===== config.mk =====
export PLATFORM = sky130hd
export DESIGN_NAME = dtmf_burst_synth
export DESIGN_NICKNAME = d
export VERILOG_FILES = /design/src/rtl/dtmf_burst_synth.sv
export SDC_FILE = /design/constraint.sdc
export NUM_CORES = 1
export LEC_CHECK = 0
export ABC_AREA = 1
export BUFFER_PORTS_ARGS = -buffer_cell sky130_fd_sc_hd__buf_2
export CAP_MARGIN = 20
export CELL_PAD_IN_SITES_DETAIL_PLACEMENT = 0
export CELL_PAD_IN_SITES_GLOBAL_PLACEMENT = 2
export CORE_AREA = 2 2 132 134
export CTS_CLUSTER_DIAMETER = 40
export DETAILED_ROUTE_END_ITERATION = 10
export DIE_AREA = 0 0 134 136
export PLACE_DENSITY_LB_ADDON = 0.1
export SYNTH_ARGS = -nofsm -noshare
export SYNTH_HDL_FRONTEND = slang
export SYNTH_SLANG_ARGS = --single-unit
export TNS_END_PERCENT = 50

===== constraint.sdc =====
create_clock -name clk -period 7.4 [get_ports clk]
set_clock_uncertainty 0.15 [all_clocks]
set_input_delay 0.74 -clock clk [delete_from_list [all_inputs] [get_ports clk]]
set_output_delay 0.74 -clock clk [all_outputs]
set_load 0.05 [all_outputs]

===== src/rtl/dtmf_burst_synth.sv =====
module dtmf_burst_synth #(
  parameter int CLK_HZ   = 3579545,
  parameter int TICK_DIV = 3580,
  parameter int BURST_MS = 51,
  parameter int OUT_W    = 10
) (
  input  logic             clk,
  input  logic             rst_n,
  input  logic [3:0]       key_code,
  input  logic             key_wr,
  input  logic             tone_en,
  input  logic             burst_en,
  input  logic             ext_en,
  input  logic             single_en,
  input  logic             col_sel,
  output logic [OUT_W-1:0] mix_out,
  output logic             mix_vld,
  output logic             tx_ready
);

  function automatic int seg_len(input int f);
    return (CLK_HZ + 16 * f) / (32 * f);
  endfunction

  localparam int DIV_W  = $clog2(seg_len(697) + 1);
  localparam int TICK_W = $clog2(TICK_DIV);
  localparam int MS_W   = $clog2(2 * BURST_MS + 1);
  localparam logic [DIV_W-1:0] ROW_LEN [4] = '{DIV_W'(seg_len(697)), DIV_W'(seg_len(770)),
                                              DIV_W'(seg_len(852)), DIV_W'(seg_len(941))};
  localparam logic [DIV_W-1:0] COL_LEN [4] = '{DIV_W'(seg_len(1209)), DIV_W'(seg_len(1336)),
                                              DIV_W'(seg_len(1477)), DIV_W'(seg_len(1633))};

  typedef enum logic [1:0] {IDLE, TONE, PAUSE} bst_t;

  function automatic logic signed [7:0] sine32(input logic [4:0] ph);
    logic [3:0] m;
    logic [7:0] mag;
    m = ph[3] ? 4'(5'd16 - {1'b0, ph[3:0]}) : ph[3:0];
    case (m)
      4'd0:    mag = 8'd0;
      4'd1:    mag = 8'd25;
      4'd2:    mag = 8'd49;
      4'd3:    mag = 8'd71;
      4'd4:    mag = 8'd90;
      4'd5:    mag = 8'd106;
      4'd6:    mag = 8'd117;
      4'd7:    mag = 8'd125;
      default: mag = 8'd127;
    endcase
    return ph[4] ? (8'sd0 - $signed(mag)) : $signed(mag);
  endfunction

  logic [3:0]       code_q;
  logic [3:0]       row_oh, col_oh;
  logic [DIV_W-1:0] row_len, col_len;
  logic [DIV_W-1:0] row_cnt, col_cnt;
  logic [4:0]       row_ph, col_ph, row_ph_n, col_ph_n;
  logic             row_adv, col_adv, out_adv, gate, accept;
  bst_t             st;
  logic [TICK_W-1:0] tick;
  logic [MS_W-1:0]  ms, ms_len;
  logic signed [7:0]  rv, cv;
  logic signed [10:0] c5, cs;
  logic signed [11:0] rpart, cpart;
  logic [OUT_W-1:0] mix;

  // key code to one-of-four row and column selects
  always_comb begin
    row_oh = 4'b0;
    col_oh = 4'b0;
    case (code_q)
      4'd1:  begin row_oh[0] = 1'b1; col_oh[0] = 1'b1; end
      4'd2:  begin row_oh[0] = 1'b1; col_oh[1] = 1'b1; end
      4'd3:  begin row_oh[0] = 1'b1; col_oh[2] = 1'b1; end
      4'd4:  begin row_oh[1] = 1'b1; col_oh[0] = 1'b1; end
      4'd5:  begin row_oh[1] = 1'b1; col_oh[1] = 1'b1; end
      4'd6:  begin row_oh[1] = 1'b1; col_oh[2] = 1'b1; end
      4'd7:  begin row_oh[2] = 1'b1; col_oh[0] = 1'b1; end
      4'd8:  begin row_oh[2] = 1'b1; col_oh[1] = 1'b1; end
      4'd9:  begin row_oh[2] = 1'b1; col_oh[2] = 1'b1; end
      4'd10: begin row_oh[3] = 1'b1; col_oh[1] = 1'b1; end
      4'd11: begin row_oh[3] = 1'b1; col_oh[0] = 1'b1; end
      4'd12: begin row_oh[3] = 1'b1; col_oh[2] = 1'b1; end
      4'd13: begin row_oh[0] = 1'b1; col_oh[3] = 1'b1; end
      4'd14: begin row_oh[1] = 1'b1; col_oh[3] = 1'b1; end
      4'd15: begin row_oh[2] = 1'b1; col_oh[3] = 1'b1; end
      default: begin row_oh[3] = 1'b1; col_oh[3] = 1'b1; end
    endcase
  end

  always_comb begin
    row_len = '0;
    col_len = '0;
    for (int i = 0; i < 4; i++) begin
      row_len = row_len | (ROW_LEN[i] & {DIV_W{row_oh[i]}});
      col_len = col_len | (COL_LEN[i] & {DIV_W{col_oh[i]}});
    end
  end

  // burst / pause timer
  assign accept = key_wr && (!burst_en || st == IDLE);
  assign ms_len = ext_en ? MS_W'(2 * BURST_MS) : MS_W'(BURST_MS);
  assign gate   = tone_en && (!burst_en || st == TONE);

  always_ff @(posedge clk) begin
    if (!rst_n) begin
      code_q   <= 4'd0;
      st       <= IDLE;
      tick     <= '0;
      ms       <= '0;
      tx_ready <= 1'b0;
    end else begin
      tx_ready <= 1'b0;
      if (accept) code_q <= key_code;
      if (!burst_en) begin
        st   <= IDLE;
        tick <= '0;
        ms   <= '0;
      end else if (st == IDLE) begin
        if (key_wr) begin
          st   <= TONE;
          tick <= '0;
          ms   <= '0;
        end
      end else if (tick == TICK_W'(TICK_DIV - 1)) begin
        tick <= '0;
        if (ms >= ms_len - 1'b1) begin
          ms       <= '0;
          st       <= (st == TONE) ? PAUSE : IDLE;
          tx_ready <= (st == PAUSE);
        end else begin
          ms <= ms + 1'b1;
        end
      end else begin
        tick <= tick + 1'b1;
      end
    end
  end

  // segment dividers, phases and mixing
  assign row_adv  = row_cnt >= row_len - 1'b1;
  assign col_adv  = col_cnt >= col_len - 1'b1;
  assign row_ph_n = row_ph + 5'(row_adv);
  assign col_ph_n = col_ph + 5'(col_adv);
  assign out_adv  = single_en ? (col_sel ? col_adv : row_adv) : (row_adv | col_adv);

  assign rv    = sine32(row_ph_n);
  assign cv    = sine32(col_ph_n);
  assign c5    = 11'(cv) * 11'sd5;
  assign cs    = c5 >>> 2;
  assign rpart = (single_en && col_sel) ? 12'sd0 : 12'(rv);
  assign cpart = (single_en && !col_sel) ? 12'sd0 : 12'(cs);
  assign mix   = OUT_W'(rpart + cpart);

  always_ff @(posedge clk) begin
    if (!rst_n || !gate) begin
      row_cnt <= '0;
      col_cnt <= '0;
      row_ph  <= '0;
      col_ph  <= '0;
      mix_out <= '0;
      mix_vld <= 1'b0;
    end else begin
      row_cnt <= row_adv ? '0 : row_cnt + 1'b1;
      col_cnt <= col_adv ? '0 : col_cnt + 1'b1;
      row_ph  <= row_ph_n;
      col_ph  <= col_ph_n;
      mix_vld <= out_adv;
      if (out_adv) mix_out <= mix;
    end
  end


  ready_pulse_chk: assert property (@(posedge clk) disable iff (!rst_n)
    tx_ready |=> !tx_ready);


  ready_after_pause_chk: assert property (@(posedge clk) disable iff (!rst_n)
    tx_ready |-> $past(st) == PAUSE);


  silent_when_off_chk: assert property (@(posedge clk) disable iff (!rst_n)
    !gate |=> (mix_out == '0 && !mix_vld));


  single_row_hold_chk: assert property (@(posedge clk) disable iff (!rst_n)
    (gate && single_en && !col_sel && !row_adv) |=> $stable(mix_out));


  busy_write_ignored_chk: assert property (@(posedge clk) disable iff (!rst_n)
    (burst_en && st != IDLE && key_wr) |=> $stable(code_q));


  phase_step_chk: assert property (@(posedge clk) disable iff (!rst_n)
    gate |=> (row_ph == $past(row_ph) || row_ph == 5'($past(row_ph) + 5'd1)));

endmodule


Word level (Yosys, flattened, before mapping)
Memories as Yosys holds them, arrays and structs flattened.
Index checks and enable logic that the tools add are counted.
- flip-flop bits (word level): 63
- ROM bits: 112
- output and inout bits: 12
- logic and storage cells: 120
- memories: 2
- memory list (name ; depth ; bits a word ; rd ports ; clocked after Yosys merged registers in ; write ports ; RTL line ; text):
    (name not given) ; 8 ; 7 ; 1 ; 0 ; 0 ; 39 ; case (m)
    (name not given) ; 8 ; 7 ; 1 ; 0 ; 0 ; 39 ;
- add/sub/neg operators: 14
- multiply operators: 1
- magnitude comparators: 3
- equality and inequality tests: 19
- muxes and demuxes: 31
- bitwise gates (word level): 11
- reductions and logical operators: 28
- operators by type and width (cell ; count):
    $mux 12 ; 3
    $mux 7 ; 5
    $eq 4x4->1 const B ; 8
    $mux 8 ; 4
    $reduce_or 12->1 ; 2
    $reduce_or 4->1 ; 6
    $or 7x7->7 ; 3
    $mux 10 ; 2
    $add 8x1->8 const B ; 2
    $eq 4x3->1 const B ; 4
    $ge 8x8->1 ; 2
    $or 8x8->8 ; 2
    $sub 1x8->8 const A ; 2
    $add 12x1->12 const B ; 1
    $eq 12x12->1 const B ; 1
    $mul 8x4->11 const B ; 1
    $add 10x10->10 ; 1
    $add 5x1->5 ; 2
    $mux 1 ; 10
    $mux 2 ; 5
    $eq 4x2->1 const B ; 2
    $mux 4 ; 2
    $or 8x7->8 ; 1
    $sub 1x4->4 const A ; 2
    20 further kinds ; 34

Depth between registers and ports, before layout
Gate-level depths: netlist of the first run.
An unclocked memory read counts as a cell.
- depth after elaboration: 18
- depth in mapped cells: 49
- depth with buffers taken out: 49

Worst setup path before layout of the first run
Ideal clock, no wire load.
- path type: reg-to-reg
- from: register code_q[1]
- to: register mix_out[8]
- data arrival time: 6191 ps
- setup slack: 938 ps
- cell stages (with the launch flop): 45
- path buffers: 0
- clock period less this slack: 6462 ps
- cell sequence: dfxtp_1 > nor2_1 > xor2_1 > nor3_1 > nor2_1 > ha_1 > ha_1 > nand2_1 > o21ai_0 > nand2_1 > o2111ai_1 > ha_1 > ha_1 > inv_1 > ha_1 > nand2_1 > o21ai_2 > ha_1 > [9 not listed] > inv_1 > fa_1 > nor2_1 > o21ai_0 > nand2_1 > nand2_1 > inv_1 > nor2_1 > o21bai_1 > o21ai_0 > a21oi_1 > ha_1 > nand2_1 > inv_1 > nand4_1 > o211ai_1 > xnor2_1 > a21oi_1
- word-level cells in the longest chain between the ends: 18
- elaborated cells on any way between the ends: 62
- classes of those cells: add/sub (9); mul (1); order compare (2); eq/ne (15); mux (18); bitwise (7); reduce/logical (8); memory (2)
- RTL lines (element ; RTL line ; text):
    from (decl) ; 53 ; logic [3:0] code_q;
    from (signal assigned) ; 114 ; if (accept) code_q <= key_code;
    $eq 4x3->1, or another cell as far along ; 71 ; case (code_q)
    $reduce_or 4->1 (no source line) ; - ;
    $mux 1 ; 71 ;
    $or 7x7->7 (2 in a row) ; 96 ; col_len = col_len | (COL_LEN[i] & {DIV_W{col_oh[i]}});
    $or 7x7->7 (*) ; 96 ;
    $sub 7x1->8 (*) ; 142 ; assign col_adv = col_cnt >= col_len - 1'b1;
    $ge 8x8->1 (*) ; 142 ;
    $add 5x1->5 (*) ; 144 ; assign col_ph_n = col_ph + 5'(col_adv);
    named net col_ph_n[1] ; 57 ; logic [4:0] row_ph, col_ph, row_ph_n, col_ph_n;
    [1 not listed] ; - ;
    $mux 4 (*) ; 38 ; m = ph[3] ? 4'(5'd16 - {1'b0, ph[3:0]}) : ph[3:0];
    $mem_v2 8x7 ; - ;
    $mux 8 (*) ; 39 ;
    $sub 1x8->8 ; 50 ; return ph[4] ? (8'sd0 - $signed(mag)) : $signed(mag);
    $mux 8 (*) ; 50 ;
    $mul 8x4->11 (*) ; 149 ; assign c5 = 11'(cv) * 11'sd5;
    $mux 10 (*) ; 152 ; assign cpart = (single_en && !col_sel) ? 12'sd0 : 12'(cs);
    $add 10x10->10 (*) ; 153 ; assign mix = OUT_W'(rpart + cpart);
    to (signal assigned) ; 169 ; if (out_adv) mix_out <= mix;
    to (decl) ; 16 ; output logic [OUT_W-1:0] mix_out,
Mark *: on every way through the listed nets, which the timed path passes. The rest lies on a longest branch.
A chain may end at the register's enable or synchronous reset.

Worst setup path after layout of the first run
- from: register code_q[2]
- to: register mix_out[8]
The elaborated chain is that of the path after synthesis.

==> results of run 1 <==
report_power, final:
group,internal [W],switching [W]
Combinational,0.0000530,0.000100
Clock,0.000330,0.000173
Sequential,0.000345,0.00000631
state kept, by name, indices dropped and copies added, names as in the netlist:
| signal | flops |
|---|---|
| row_cnt | 8 |
| code_q | 4 |
| col_ph | 5 |
| tick | 12 |
| col_cnt | 8 |
| row_ph | 5 |
| mix_out | 10 |
| tx_ready | 1 |
| st | 2 |
| ms | 7 |
| mix_vld | 1 |
per-stage QoR:
step | setup WS [ns] | hold WS [ns]
2_1_floorplan | 0.938 | 0.280
3_3_place_gp | 0.316 | 0.292
3_5_place_dp | 0.132 | 0.300
4_1_cts | 0.110 | 0.314
5_1_grt | -0.0437 | 0.357
6_report | 0.487 | 0.315
area by class of cell:
cell class / count / area, um^2
Tap cell: 225 / 282
Clock buffer: 9 / 225
Inverter: 108 / 405
Timing Repair Buffer: 33 / 190
Fill cell: 1857 / 11100
Sequential cell: 63 / 1270
Clock inverter: 7 / 120
Multi-Input combinational cell: 536 / 3330
layer usage:
layer  up-vias  GRT usage
li1       2431          -
met3         8     0.0287
met4         0     0.0426
met1      2031      0.187
met2        46      0.230
met5         -          0
layout by cell type (no fill, tap or decap), types with 4 or more instances in the layout:
cell,count
nand2_2,10
inv_2,6
nand2_1,120
nand4_1,18
a21oi_1,50
xor2_1,16
o211ai_1,6
nand3_1,34
nor3b_1,4
buf_4,10
xnor2_1,9
a211oi_1,6
nand2_4,5
nor2_1,84
clkbuf_16,9
inv_1,100
dfxtp_1,59
ha_1,66
conb_1,4
o21ai_0,37
nor2_2,10
nor3_1,15
buf_2,23
kinds of logic after synthesis:
logic type,count (synthesis),synth area share
compound gates,122,0.140
buf+inv,115,0.0876
simple gates,314,0.289
flops,63,0.255
other cells,2,0.00152
fa+ha+maj,71,0.183
xor+xnor,25,0.0443
final timing paths:
check	startpoint	cells after the start	end	slack [ns]
worst max-delay path	code_q[2]	46	mix_out[8]	0.49
worst max register to register	code_q[2]	46	mix_out[8]	0.49
worst min register to register	row_cnt[0]	1	row_cnt[0]	0.31
worst min-delay path	row_cnt[0]	1	row_cnt[0]	0.31
timing repair:
action,4_1_cts,5_1_grt
endpoints found under the setup margin,0,6
setup buffers,0,8
resized for setup,0,28
==> summary.md, run 1 <==
| Metric | Value |
|---|---|
| Routed met3 length | between 300 and 400 um |
| Detail Placement HPWL | around 9400 um |
| Setup TNS | 0 ns |
| Post-synthesis cell type count | between 40 and 50 |
| # diodes | 0 |
| Port Buffer Count | 23 |
| Achievable frequency | approximately 0.14 GHz |
| Routed WL per cell | about 12 um |
| VDD IR max | ~0.11 mV |
| Global-route usage over all layers | 0.141 |
| Placed cell area | between 5000 and 6000 um^2 |
| Power per Cell Area | 173 nW/um^2 |
| Yosys top cell by area | dfxtp_1 |
| Row cnt | 48 |
| RePlAce Congestion | ~0.8 |
| Share of layout cells above drive strength 1 | 0.136 |
| Syn_area_per_cell | 6.94 um^2 |
| Gr ovfl total | 0 |
| TritonCTS buffer count | 9 |
| Fin crit share | 0.934 |
| Crit. End Element | register |
| Buf/Inv on CP | 8 |
| ANT nets after route | 0 |
| Design Power | just over 0.001 W |
| TritonCTS clock tree | built |
| Vias in the first global route | ~4300 |
| Largest net degree at the start of global routing | 20 |
| CP peak stage delay | 0.37 ns |
| Ys Warns | 0 |
| # DRC | 0 |
| Crit path max-delay family | adder cells |
| Actual slew at the worst max-slew pin | roughly 0.80 ns |
| Most common library cells after synthesis | nand2_1 (120), inv_1 (103), nor2_1 (91), ha_1 (69), dfxtp_1 (63) |
| Io pins | 24 |
| Register area share after synthesis | 0.255 |
| Core area | ~17000 um^2 |
| Clk sinks | 63 |
| Fin cells | approximately 980 |
| Iteration-0 DRC Markers | 170 |
| Count leader, synth | nand2_1 |
| Cell repeated most along the worst path | inv_1 |
| # hold bufs at CTS | 0 |
| First-pass GRT wire length | 20600 um |
| #FFs+latches synth | 63 |
| Post-synth top flop | dfxtp_1 |
| Post-Layout Inst Area | 5820 um^2 |
| Share of the synthesized area in the top cell type | 0.255 |
| Final hold vios | 0 |
| Mapped Cells | roughly 710 |
| Clk pin slew, worst setup/hold paths | approximately 0.060 ns |
| Area contributors post-synth | dfxtp_1 (26%), ha_1 (17%), nand2_1 (9.1%) |
| Drt via density | roughly 4.6 |
| Leakage power | 2.72 nW |
| Clk_lat worst skew | around 0.34 ns |
| Status | complete, no violations |
| Initial Utilization | 0.293 |
| Crit Path Class | reg -> reg |
| Tmin final | between 6 and 7 ns |
| Cells after DPL | 957 |
| Final core utilization | 0.345 |
| Ys async rst share | 0 |
| Die Area | around 18000 um^2 |
| TritonRoute pass-1 iters | 4 |
| Critical Path Fanout Max | 6 |
| Initial antenna violation count | 0 |
| Vias | approximately 4500 |
| Final slew viol count | 0 |
| Crit path DAT | slightly below 7 ns |
| Post-synth EDFFs | 0 |
| Worst setup SP type | register |
| Synth Cell Area | approximately 5000 um^2 |
| Rel. slew slack | 0.467 |
| Top Layer Used | met4 |
| Final #Nets | roughly 830 |
| H-tree levels | 3 |
| Met2 wire len | 5530 um |
| M1 WL | between 6000 and 7000 um |
| CTS root buffer | clkbuf_16 |
| Required time worst endpoint | 7.45 ns |
| Setup-failing EPs final | 0 |
| Final wirelength | around 12000 um |
| Worst path slowest cell | dfxtp_4 |
| MaxCap Viol Count | 0 |
| Worst hold path class | reg -> reg |
| Maximum clock insertion buffer count | 2 |
| Die width | 134 um |
| Layout area overhead | 17.8% |
| Chip Height | about 140 um |
(Power assumes the default switching activity.)
==> run 2: changes to the inputs <==
- CTS_BUF_LIST: not set -> sky130_fd_sc_hd__clkbuf_8
- PLACE_DENSITY_LB_ADDON: 0.1 -> 0.05
- REMOVE_ABC_BUFFERS: not set -> 1
==> run 2 against run 1 <==
Compared with the run above:
- critical path depth down 2
- register-to-register slack better by 0.11 ns
- die area unchanged
- via count up 1.1%
- final cell count down 0.20%
- utilization down 0.96 points
- setup slack better by 0.11 ns
- count of clock-buffer cells in the layout up 1
- worst hold slack better by 0.0024 ns
- largest power group is now registers
==> summary.md, run 2 (synthesis gave the netlist of run 1 again) <==
| Metric | Value |
|---|---|
| Status | complete, no violations |
| Drt via density | around 4.7 |
| Crit Path Class | reg -> reg |
| Die width | between 100 and 150 um |
| Final #Nets | between 800 and 900 |
| Row cnt | 48 |
| Rel. slew slack | 0.450 |
| Final hold vios | 0 |
| RePlAce Congestion | approximately 0.74 |
| Reg2Reg Depth | between 40 and 50 |
| Vias | 4564 |
| Initial Utilization | 0.293 |
| Tmin final | a little under 7 ns |
| Crit path DAT | 6.88 ns |
| Reg2reg start | code_q[1] |
| Worst setup SP type | register |
| Min-Delay Startpoint | row_cnt[0] |
| # DRC | 0 |
| Worst hold path class | reg -> reg |
| Required time worst endpoint | approximately 7.5 ns |
| Actual slew at the worst max-slew pin | between 0.8 and 0.9 ns |
| Hold path depth | 1 |
| Most frequent cells in the layout | nand2_1 (119), inv_1 (98), nor2_1 (85) |
| Iteration-0 DRC Markers | between 100 and 150 |
| CTS root buffer | clkbuf_8 |
| Buf/Inv on CP | 7 |
| TritonCTS buffer count | 9 |
| Final core utilization | 0.335 |
| Gr ovfl total | 0 |
| Clk sinks | 63 |
| Min-Delay Endpoint | row_cnt[0] |
| Initial antenna violation count | 0 |
| Die Area | between 15000 and 20000 um^2 |
| Global-route usage over all layers | 0.142 |
| Leakage power | roughly 2.6 nW |
| TritonRoute pass-1 iters | 4 |
| Routed WL per cell | between 10 and 15 um |
| Top reg by flops | tick |
| Commonest non-fill, non-tap cell in the layout | nand2_1 |
| RSZ-0062 raised after global routing | no |
| Reg2Reg Setup Slack | approximately 0.6 ns |
| Io pins | 24 |
| Setup TNS | 0 ns |
| Port Buffer Count | 23 |
| Critical Path Fanout Max | 7 |
| Crit path max-delay family | adder cells |
| Largest regs | tick (12), mix_out (10) |
| Share of layout cells above drive strength 1 | 0.138 |
| First-pass GRT wire length | 20900 um |
| Fin crit share | 0.919 |
| H-tree levels | 3 |
| Clk pin slew, worst setup/hold paths | around 0.08 ns |
| Vias in the first global route | ~4400 |
| Clk_lat worst skew | around 0.37 ns |
| Power per Cell Area | about 140 nW/um^2 |
| ANT nets after route | 0 |
| Max FFs per register | 12 |
| Layout filler cell count | about 1900 |
| Core area | 16900 um^2 |
| Setup-failing EPs final | 0 |
| Detail Placement HPWL | between 9000 and 10000 um |
| # diodes | 0 |
| Final wirelength | ~12000 um |
| Worst path slowest cell | dfxtp_4 |
| CP peak stage delay | approximately 0.39 ns |
| Crit. End Element | register |
| Layout area overhead | 14.6% |
| Largest net degree at the start of global routing | 20 |
| Chip Height | about 140 um |
| VDD IR max | 0.0687 mV |
| Maximum clock insertion buffer count | 2 |
| Final slew viol count | 0 |
| R2r endpoint | mix_out[8] |
| TritonCTS clock tree | built |
| Achievable frequency | 0.147 GHz |
| MaxCap Viol Count | 0 |
## run 2: what timing repair did
item	in CTS	in global routing
buffers inserted	0	7
gates resized for setup	0	35
hold buffers	0	0
setup endpoints to repair	0	6
## run 2: worst max path at each step
stage	slack, ns	start	to	cells past startpoint
global placement	0.35	code_q[3]	mix_out[8]	46
global route	0.03	code_q[2]	mix_out[8]	46
finish	0.60	code_q[1]	mix_out[8]	44
floorplan	0.92	code_q[1]	mix_out[8]	44
CTS	0.06	code_q[3]	mix_out[8]	46
detailed placement	0.10	code_q[3]	mix_out[8]	46
## run 2: final cells by class
| cell class | instances | area, um^2 | share of cell area |
|---|---|---|---|
| well taps | 225 | 282 | 0.0497 |
| inverters | 108 | 405 | 0.0716 |
| flip-flops and latches | 63 | 1270 | 0.225 |
| multi-input cells | 536 | 3340 | 0.590 |
| repair buffers | 31 | 175 | 0.0309 |
| clock inverters | 6 | 45.0 | 0.00796 |
| clock buffers | 10 | 138 | 0.0243 |
## run 2: report_power, final
group / internal, W / switching (W)
combinational: 0.0000544 / 0.000101
sequential: 0.000345 / 0.00000709
clock: 0.000132 / 0.000156
total: 0.000530 / 0.000264
## run 2: metal layers
layer,track usage,vias to the layer above,share of wire
li1,-,2432,-
met5,0,-,0
met2,0.239,48,0.47
met4,0.0762,0,0.032
met1,0.179,2065,0.48
met3,0.0179,19,0.021
## run 2: per-stage QoR
stage	std cells	instance area, um^2	hold slack [ns]	setup slack, ns	total power (W)
6_report	979	5660	0.317	0.600	0.000794
5_1_grt	979	5660	0.349	0.0281	0.000855
4_1_cts	972	5510	0.320	0.0629	0.000807
3_5_place_dp	956	5330	0.301	0.103	0.000508
3_3_place_gp	956	5330	0.296	0.350	0.000507
2_1_floorplan	707	4920	0.280	0.923	0.000468
